File: config.mk
export PLATFORM = sky130hd
export DESIGN_NAME = bus_strobe_gen
export DESIGN_NICKNAME = d
export VERILOG_FILES = /design/src/rtl/bus_strobe_pkg.sv /design/src/rtl/bsg_phase_timer.sv /design/src/rtl/bsg_cycle_latch.sv /design/src/rtl/bsg_strobe_decode.sv /design/src/rtl/bus_strobe_gen.sv
export SDC_FILE = /design/constraint.sdc
export NUM_CORES = 1
export LEC_CHECK = 0
export ABC_AREA = 1
export CORE_MARGIN = 5
export CORE_UTILIZATION = 35
export CTS_CLUSTER_SIZE = 24
export DETAILED_ROUTE_END_ITERATION = 8
export PLACE_DENSITY_LB_ADDON = 0.05
export SLEW_MARGIN = 30
export SYNTH_ARGS = -nofsm -noshare
export SYNTH_HDL_FRONTEND = slang
export SYNTH_SLANG_ARGS = --single-unit
File: constraint.sdc
create_clock -name clk -period 2 [get_ports clk]
set_clock_uncertainty 0.15 [all_clocks]
set_input_delay 0.6 -clock clk [delete_from_list [all_inputs] [get_ports clk]]
set_output_delay 0.6 -clock clk [all_outputs]
set_load 0.03 [all_outputs]
File: src/rtl/bus_strobe_pkg.sv
// Package: shared cycle types for the external bus strobe generator.
// Assumes one machine cycle is described by one attribute record.
package bus_strobe_pkg;

    typedef enum logic [1:0] {
        CYC_IDLE   = 2'd0,
        CYC_FETCH  = 2'd1,
        CYC_DATA_N = 2'd2,
        CYC_DATA_W = 2'd3
    } cyc_kind_e;

    typedef struct packed {
        cyc_kind_e kind;
        logic      write;
        logic      ale_en;
    } cyc_attr_t;

endpackage

File: src/rtl/bsg_phase_timer.sv
// Module: counts oscillator phases inside a machine cycle.
// Assumes CYC_LEN >= 8 and even. Reset parks the counter on the last
// phase, so the first cycle starts at the first edge after release.
module bsg_phase_timer #(
    parameter int CYC_LEN = 12,
    localparam int PW = $clog2(CYC_LEN)
) (
    input  logic          clk,
    input  logic          rst_n,
    output logic [PW-1:0] phase,
    output logic          last
);

    localparam logic [PW-1:0] LAST_P = PW'(CYC_LEN - 1);

    assign last = (phase == LAST_P);

    // Advance the phase counter and wrap it at the end of the cycle.
    always_ff @(posedge clk) begin
        if (!rst_n)    phase <= LAST_P;
        else if (last) phase <= '0;
        else           phase <= phase + 1'b1;
    end

    assert_phase_step_R1: assert property (@(posedge clk) disable iff (!rst_n)
        (phase != LAST_P) |=> (phase == $past(phase) + 1'b1));

    assert_phase_wrap_R1: assert property (@(posedge clk) disable iff (!rst_n)
        (phase == LAST_P) |=> (phase == '0));

endmodule

File: src/rtl/bsg_cycle_latch.sv
// Module: captures the attributes of a machine cycle at its boundary.
// Assumes the sequencer presents the flags for the coming cycle on the
// edge that ends the last phase. Data access takes priority over fetch.
module bsg_cycle_latch
    import bus_strobe_pkg::*;
(
    input  logic      clk,
    input  logic      rst_n,
    input  logic      last,
    input  logic      ext_fetch,
    input  logic      ext_data,
    input  logic      data_wide,
    input  logic      data_write,
    input  logic      mov_active,
    input  logic      ale_off,
    input  logic      ext_mode,
    output cyc_attr_t attr
);

    cyc_attr_t nxt;

    // Classify the coming cycle and resolve the effective ALE enable.
    always_comb begin
        if (ext_data)       nxt.kind = data_wide ? CYC_DATA_W : CYC_DATA_N;
        else if (ext_fetch) nxt.kind = CYC_FETCH;
        else                nxt.kind = CYC_IDLE;
        nxt.write  = ext_data & data_write;
        nxt.ale_en = !ale_off | ext_mode | mov_active | ext_data;
    end

    // Hold the attributes for the whole machine cycle.
    always_ff @(posedge clk) begin
        if (!rst_n)    attr <= '{kind: CYC_IDLE, write: 1'b0, ale_en: 1'b1};
        else if (last) attr <= nxt;
    end

    assert_attr_hold_R8: assert property (@(posedge clk) disable iff (!rst_n)
        !last |=> $stable(attr));

endmodule

File: src/rtl/bsg_strobe_decode.sv
// Module: decodes phase and cycle attributes into the bus strobes and
// port selects. Assumes two address-latch slots per cycle, one in each
// half. The second slot is withheld in data cycles.
module bsg_strobe_decode
    import bus_strobe_pkg::*;
#(
    parameter int CYC_LEN = 12,
    parameter int ALE_W   = 2,
    localparam int PW = $clog2(CYC_LEN)
) (
    input  logic          clk,
    input  logic          rst_n,
    input  logic [PW-1:0] phase,
    input  cyc_attr_t     attr,
    output logic          ale,
    output logic          psen_n,
    output logic          rd_n,
    output logic          wr_n,
    output logic          lo_addr_sel,
    output logic          hi_addr_sel
);

    localparam int HALF = CYC_LEN / 2;
    localparam logic [PW-1:0] HALF_P  = PW'(HALF);
    localparam logic [PW-1:0] ALEW_P  = PW'(ALE_W);
    localparam logic [PW-1:0] STB_LO  = PW'(ALE_W + 1);
    localparam logic [PW-1:0] STB_HI  = PW'(CYC_LEN - 2);

    logic [PW-1:0] offs;
    logic          upper, in_win, psen_win, stb_win;
    logic          is_fetch, is_data, pulse_on;

    // Locate the phase within its half cycle and open the strobe windows.
    always_comb begin
        upper    = (phase >= HALF_P);
        offs     = upper ? phase - HALF_P : phase;
        in_win   = (offs < ALEW_P);
        psen_win = (offs > ALEW_P);
        stb_win  = (phase >= STB_LO) && (phase <= STB_HI);
    end

    // Drive strobes and selects from the cycle kind.
    always_comb begin
        is_fetch    = (attr.kind == CYC_FETCH);
        is_data     = (attr.kind == CYC_DATA_N) || (attr.kind == CYC_DATA_W);
        pulse_on    = in_win && !(is_data && upper);
        ale         = attr.ale_en ? pulse_on : 1'b1;
        psen_n      = !(is_fetch && psen_win);
        rd_n        = !(is_data && !attr.write && stb_win);
        wr_n        = !(is_data && attr.write && stb_win);
        lo_addr_sel = pulse_on && (is_fetch || is_data);
        hi_addr_sel = is_fetch || (attr.kind == CYC_DATA_W);
    end

    assert_lo_needs_ale_R7: assert property (@(posedge clk) disable iff (!rst_n)
        lo_addr_sel |-> ale);

    assert_rdwr_excl_R2: assert property (@(posedge clk) disable iff (!rst_n)
        !(!rd_n && !wr_n));

    assert_psen_vs_data_R2: assert property (@(posedge clk) disable iff (!rst_n)
        !psen_n |-> (rd_n && wr_n));

endmodule

File: src/rtl/bus_strobe_gen.sv
// Module: top of the external bus strobe generator. Combines the phase
// timer, the per-cycle attribute latch and the strobe decoder. Assumes
// the clock is the oscillator clock and the flags come from the
// sequencer, valid at each cycle boundary.
module bus_strobe_gen
    import bus_strobe_pkg::*;
#(
    parameter int CYC_LEN = 12,
    parameter int ALE_W   = 2
) (
    input  logic clk,
    input  logic rst_n,
    input  logic ext_fetch,
    input  logic ext_data,
    input  logic data_wide,
    input  logic data_write,
    input  logic mov_active,
    input  logic ale_off,
    input  logic ext_mode,
    output logic ale,
    output logic psen_n,
    output logic rd_n,
    output logic wr_n,
    output logic lo_addr_sel,
    output logic hi_addr_sel
);

    localparam int PW = $clog2(CYC_LEN);

    logic [PW-1:0] phase;
    logic          last;
    cyc_attr_t     attr;

    bsg_phase_timer #(.CYC_LEN(CYC_LEN)) u_timer (
        .clk   (clk),
        .rst_n (rst_n),
        .phase (phase),
        .last  (last)
    );

    bsg_cycle_latch u_latch (
        .clk        (clk),
        .rst_n      (rst_n),
        .last       (last),
        .ext_fetch  (ext_fetch),
        .ext_data   (ext_data),
        .data_wide  (data_wide),
        .data_write (data_write),
        .mov_active (mov_active),
        .ale_off    (ale_off),
        .ext_mode   (ext_mode),
        .attr       (attr)
    );

    bsg_strobe_decode #(.CYC_LEN(CYC_LEN), .ALE_W(ALE_W)) u_decode (
        .clk         (clk),
        .rst_n       (rst_n),
        .phase       (phase),
        .attr        (attr),
        .ale         (ale),
        .psen_n      (psen_n),
        .rd_n        (rd_n),
        .wr_n        (wr_n),
        .lo_addr_sel (lo_addr_sel),
        .hi_addr_sel (hi_addr_sel)
    );

    assert_hi_stable_R6: assert property (@(posedge clk) disable iff (!rst_n)
        (phase != '0) |-> $stable(hi_addr_sel));

endmodule

### Word-level counts from Yosys, hierarchy flattened

Index checks and enable logic that the tools add are counted.

* flip-flop bits (word level): 8
* bits in latches: 0
* bits in writable memories: 0
* memory bits (read-only): 0
* logic and storage cells: 46
* memories: 0

* add/subtract/negate cells: 2
* multiply operators: 0
* div/mod/pow operators: 0
* magnitude comparators: 5
* eq/ne operators: 4
* shift operators: 0
* multiplexer cells: 6
* bitwise logic cells: 5
* reduce and logical (&&, ||, !) cells: 19

Operators by type and width (number)
* 1-bit logical AND: 9
* 4-bit two-way mux: 2
* 1-bit zero test: 6
* 4-bit by 1-bit adder with 4-bit output, second input constant: 1
* 2-bit == test, second input constant: 2
* 4-bit == test, second input constant: 1
* 4-bit by 2-bit >= comparator with 1-bit output, second input constant: 1
* 4-bit by 3-bit >= comparator with 1-bit output, second input constant: 1
* 4-bit by 2-bit greater-than comparator with 1-bit output, second input constant: 1
* 4-bit <= comparator, second input constant: 1
* 4-bit by 2-bit less-than comparator with 1-bit output, second input constant: 1
* 4-bit by 3-bit subtractor with 4-bit output, second input constant: 1
* 1-bit logical OR: 3
* 1-bit two-way mux: 3
* 1-bit OR: 3
* 2-bit by 1-bit == test with 1-bit output, second input constant: 1
* 2-bit two-way mux: 1
* 2-bit OR reduction: 1
* 1-bit AND: 1
* 1-bit NOT: 1

### Longest topological paths before layout

* word-level depth: 6
* mapped depth: 7
* gate-level depth less buffers: 7

### By module

Synthesis repeated with hierarchy kept, for this count alone.

* cell total of the unflattened synthesis: 80
* area, all modules: 485.5 µm²

By module, submodules not included
* bsg_cycle_latch: times used 1, cells an instance 28, area an instance 175.2 µm²
* bsg_phase_timer: times used 1, cells an instance 22, area an instance 173.9 µm²
* bsg_strobe_decode: times used 1, cells an instance 30, area an instance 136.4 µm²

### Worst setup path after synthesis

OpenSTA, ideal clock, no wires.

* path kind: register to output
* start point: register u_timer.phase[1]
* end point: output lo_addr_sel
* arrival: 1.232 ns
* required time: 1.250 ns
* setup slack: 0.018 ns
* cell stages (with the launch flop): 7
* cells stage by stage: dfxtp_1 -> ha_1 -> nand2_1 -> nand3_1 -> nand2_1 -> nand3_2 -> nor2_2

* word-level cells in the longest chain between the ends: 5
* elaborated cells on any way between the ends: 8
* those cells by class: 1 x add/sub; 2 x order compare; 1 x mux; 4 x reduce/logical

Ends and longest elaborated chain
* from (decl): line bsg_phase_timer.sv:10 `output logic [PW-1:0] phase,`
* from (signal assigned): line bsg_phase_timer.sv:22 `else phase <= phase + 1'b1;`
* 4-bit by 3-bit subtractor with 4-bit output or 4-bit by 3-bit >= comparator with 1-bit output (tied branches): line bsg_strobe_decode.sv:36, bsg_strobe_decode.sv:35
* 4-bit two-way mux or 1-bit logical AND (tied branches): line bsg_strobe_decode.sv:36, bsg_strobe_decode.sv:46
* 4-bit by 2-bit less-than comparator with 1-bit output or 1-bit zero test (tied branches): line bsg_strobe_decode.sv:37, bsg_strobe_decode.sv:46
* 1-bit logical AND (*): line bsg_strobe_decode.sv:46 `pulse_on = in_win && !(is_data && upper);`
* 1-bit logical AND (*): line bsg_strobe_decode.sv:51 `lo_addr_sel = pulse_on && (is_fetch || is_data);`
* to (decl): line bus_strobe_gen.sv:24 `output logic lo_addr_sel,`

Mark *: on every way between the ends. The rest lies on a longest branch, timed or not.

### Final worst setup path

* start point: register u_timer.phase[1]
* end point: output rd_n

* word-level cells in the longest chain between the ends: 4
* elaborated cells on any way between the ends: 5
* those cells by class: 2 x order compare; 3 x reduce/logical

Ends and longest elaborated chain
* 4-bit by 2-bit >= comparator with 1-bit output or 4-bit <= comparator (tied branches): line bsg_strobe_decode.sv:39 `stb_win = (phase >= STB_LO) && (phase <= STB_HI);`
* 1-bit logical AND (*): line bsg_strobe_decode.sv:39
* 1-bit logical AND (*): line bsg_strobe_decode.sv:49 `rd_n = !(is_data && !attr.write && stb_win);`
* 1-bit zero test (*): line bsg_strobe_decode.sv:49
* to (decl): line bus_strobe_gen.sv:22 `output logic rd_n,`

Marks and branches as above.

==> results by group <==
Outcome
  – Status: finished, violations left
  – Failing checks: setup timing

Critical path
  – Top delay family on crit path: flip-flops
  – Cells along the critical path: buf_6 > ha_4 > o21ai_2 > o21ai_2 > nand3b_1 > buf_6
  – Startpoint types: register
  – Slowest cell on the critical path: dfxtp_2
  – Worst setup EP type: primary output
  – Worst path required time: 1.25 ns
  – CP peak stage delay: 0.34 ns
  – Critical path arrival: 1.34 ns
  – CP max FO: 6
  – Crit path kind: reg2out
  – Buf/Inv on CP: 2

Clock tree
  – CTS Root Cell: clkbuf_4
  – Worst skew pair latency: 0.25 ns
  – Clock sink count: 8
  – CTS clock-pin slew for the worst setup and hold paths: 0.06 ns
  – CTS tree: done
  – Deepest clock path buffer count: 2
  – H-tree levels: 1
  – Num CTS Buffers: 3

Timing
  – Fin crit share: 104.5%
  – Fmax: 478.5 MHz
  – Final Hold Vio Count: 0
  – Relative slew slack: 80.07%
  – Slew @ Worst Pin: 0.3001 ns
  – RSZ-0062 raised after global routing: yes
  – Tmin final: 2.090 ns
  – Pins Over Slew Limit: 0
  – Final setup violation count: 5
  – Setup TNS Final: -0.3503 ns
  – Final WS setup: -0.08984 ns

Final layout
  – Synth-to-layout area growth: 67.09%
  – Final instance area: 832.0 µm²
  – Share of cells above drive strength 1: 39.18%
  – ANT cells: 0
  – Final non-filler cell total: between 100 and 150
  – Fillcell total: 116
  – Post-layout util: 63.15%
  – Most frequent cells in the layout: 16 x nand2_1, 8 x clkdlybuf4s50_1, 7 x buf_6
  – Commonest non-fill, non-tap cell in the layout: nand2_1
  – Nets: 111

Logic synthesis
  – Sequential area share after synthesis: 32.16%
  – Dominant cells by area after synthesis: dfxtp_1 32%, nand2_1 14%, nand3_1 8.0%
  – Seq cells post-synth: 8
  – EDFF count, synth: 0
  – Post-Synthesis Cells: 73
  – Cell variety after synth: 21
  – Avg Synthesized Cell Area: a little under 7 µm²
  – Mapped cell area: roughly 500 µm²
  – Synthesized Nets: between 80 and 90
  – Asr flop ratio synth: 0%
  – Primary FF master, synth: dfxtp_1
  – Top cell type's share of synthesized area: about a third
  – Ys Warns: 0
  – Yosys top cell by area: dfxtp_1

Floorplanning
  – Site Rows: 13
  – IO Count: 15
  – Die H: 47.72 µm
  – Core Box Area: 1318 µm²
  – Die area: 2277 µm²
  – Initial Utilization: 37.80%
  – Die width: 47.72 µm

Detailed routing
  – Drt via density: 4.830
  – Post-DR wirelength/cell: 11.23 µm
  – Routed Antenna Nets: 0
  – Final WL: 1258 µm
  – Detailed Route Iter0 Violations: 6
  – DRT Pass-1 Iters: 4
  – Remaining DRCs: 0
  – Vias: 541

GRT
  – Number of global-route vias before repair: 520
  – Pin count of the biggest net entering global routing: 9
  – All-Layer GR Usage: 13.20%
  – Global route overflow: 0
  – First-pass GRT wire length: 2090 µm
  – Antenna violations before repair: 0

Power
  – VDD IR max: about 0.00059 V
  – Power Dens Cells: between 1000 and 1500 nW/µm²
  – Pleak: 0.3706 nW

Worst hold path
  – Type of the most critical hold path: reg2reg

Job
  – Max_cap viols: 0

Place
  – Final GP Congestion: 0.8259
  – Dpl cells: 106
  – IO buf count: 14
  – Placed cell area: 678.2 µm²
  – Hpwl dp: 871.9 µm
-- synth_stat cells (3+ instances only) --
| library cell | n |
|---|---|
| inv_1 | 6 |
| inv_2 | 3 |
| o21ai_1 | 3 |
| a21oi_1 | 5 |
| nand2_1 | 19 |
| ha_1 | 3 |
| nand3_1 | 8 |
| dfxtp_1 | 8 |
| o21ai_0 | 3 |
| nor2_1 | 4 |
-- worst paths after layout --
| path | start | end | slack [ns] | cells past startpoint |
|---|---|---|---|---|
| worst max-delay path | u_timer.phase[1] | rd_n | -0.09 | 6 |
| worst min register to register | u_latch.attr[1] | u_latch.attr[1] | 0.34 | 2 |
| worst min-delay path | u_latch.attr[1] | u_latch.attr[1] | 0.34 | 2 |
| worst max register to register | u_timer.phase[1] | u_latch.attr[0] | 0.45 | 8 |
-- power breakdown --
group	total, W	internal [W]	leakage (nW)	switching, W
registers	0.000252	0.000205	0.0666	0.0000465
clock network	0.000122	0.0000686	0.0138	0.0000537
logic	0.000631	0.000284	0.290	0.000347
total	0.00101	0.000558	0.371	0.000447
-- kinds of logic (layout without fill, tap and decap cells) --
kind of cell | Yosys count | in the layout | share of synthesized area [%]
adders and majority gates | 3 | 3 | 7.538
xor gates and xnor gates | 1 | 1 | 1.759
DFF | 8 | 8 | 32.16
buffers and inverters | 11 | 35 | 8.541
and+or+nand+nor | 38 | 38 | 37.44
AOI/OAI and AO/OA | 12 | 12 | 12.56
-- per-layer routing --
layer | routed length [µm] | part of all wire [%] | track usage [%] | vias up
li1 | - | - | - | 287
met1 | 560 | 45 | 16.11 | 235
met2 | 608 | 48 | 22.16 | 14
met3 | 67 | 5.3 | 2.256 | 5
met4 | 22 | 1.7 | 6.452 | 0
met5 | 0 | 0 | 0 | -
-- area by class of cell --
cell class	instances	area (µm²)	area share, %
Timing Repair Buffer	22	212.7	25.56
Multi-Input combinational cell	54	367.9	44.21
Tap cell	15	18.77	2.256
Inverter	10	43.79	5.263
Sequential cell	8	166.4	20.00
Clock buffer	3	22.52	2.707
-- sequential cells by signal, indices dropped and copies added (netlist names) --
signal	cells
u_latch.attr	4
u_timer.phase	4
-- timing repair --
item,in CTS,in global routing
endpoints found under the hold margin,0,0
hold buffers,0,0
pin swaps,10,8
buffers inserted,3,0
resized for setup,27,4
endpoints found under the setup margin,6,5
-- worst min-delay path: stages (launching register included) --
cell and delay, ns:
dfxtp_1 0.32, nand2_1 0.06, a21oi_1 0.06
-- through the flow --
stage          setup WS [ns]  total power [W]  hold WS (ns)
4_1_cts             -0.07727        0.0009730        0.3371
5_1_grt              -0.1333         0.001071        0.3575
3_5_place_dp         0.09882        0.0007340        0.3292
2_1_floorplan        0.01763        0.0005683        0.3034
3_3_place_gp          0.1146        0.0007333        0.3222
6_report            -0.08984         0.001005        0.3358
(Power assumes the default switching activity.)
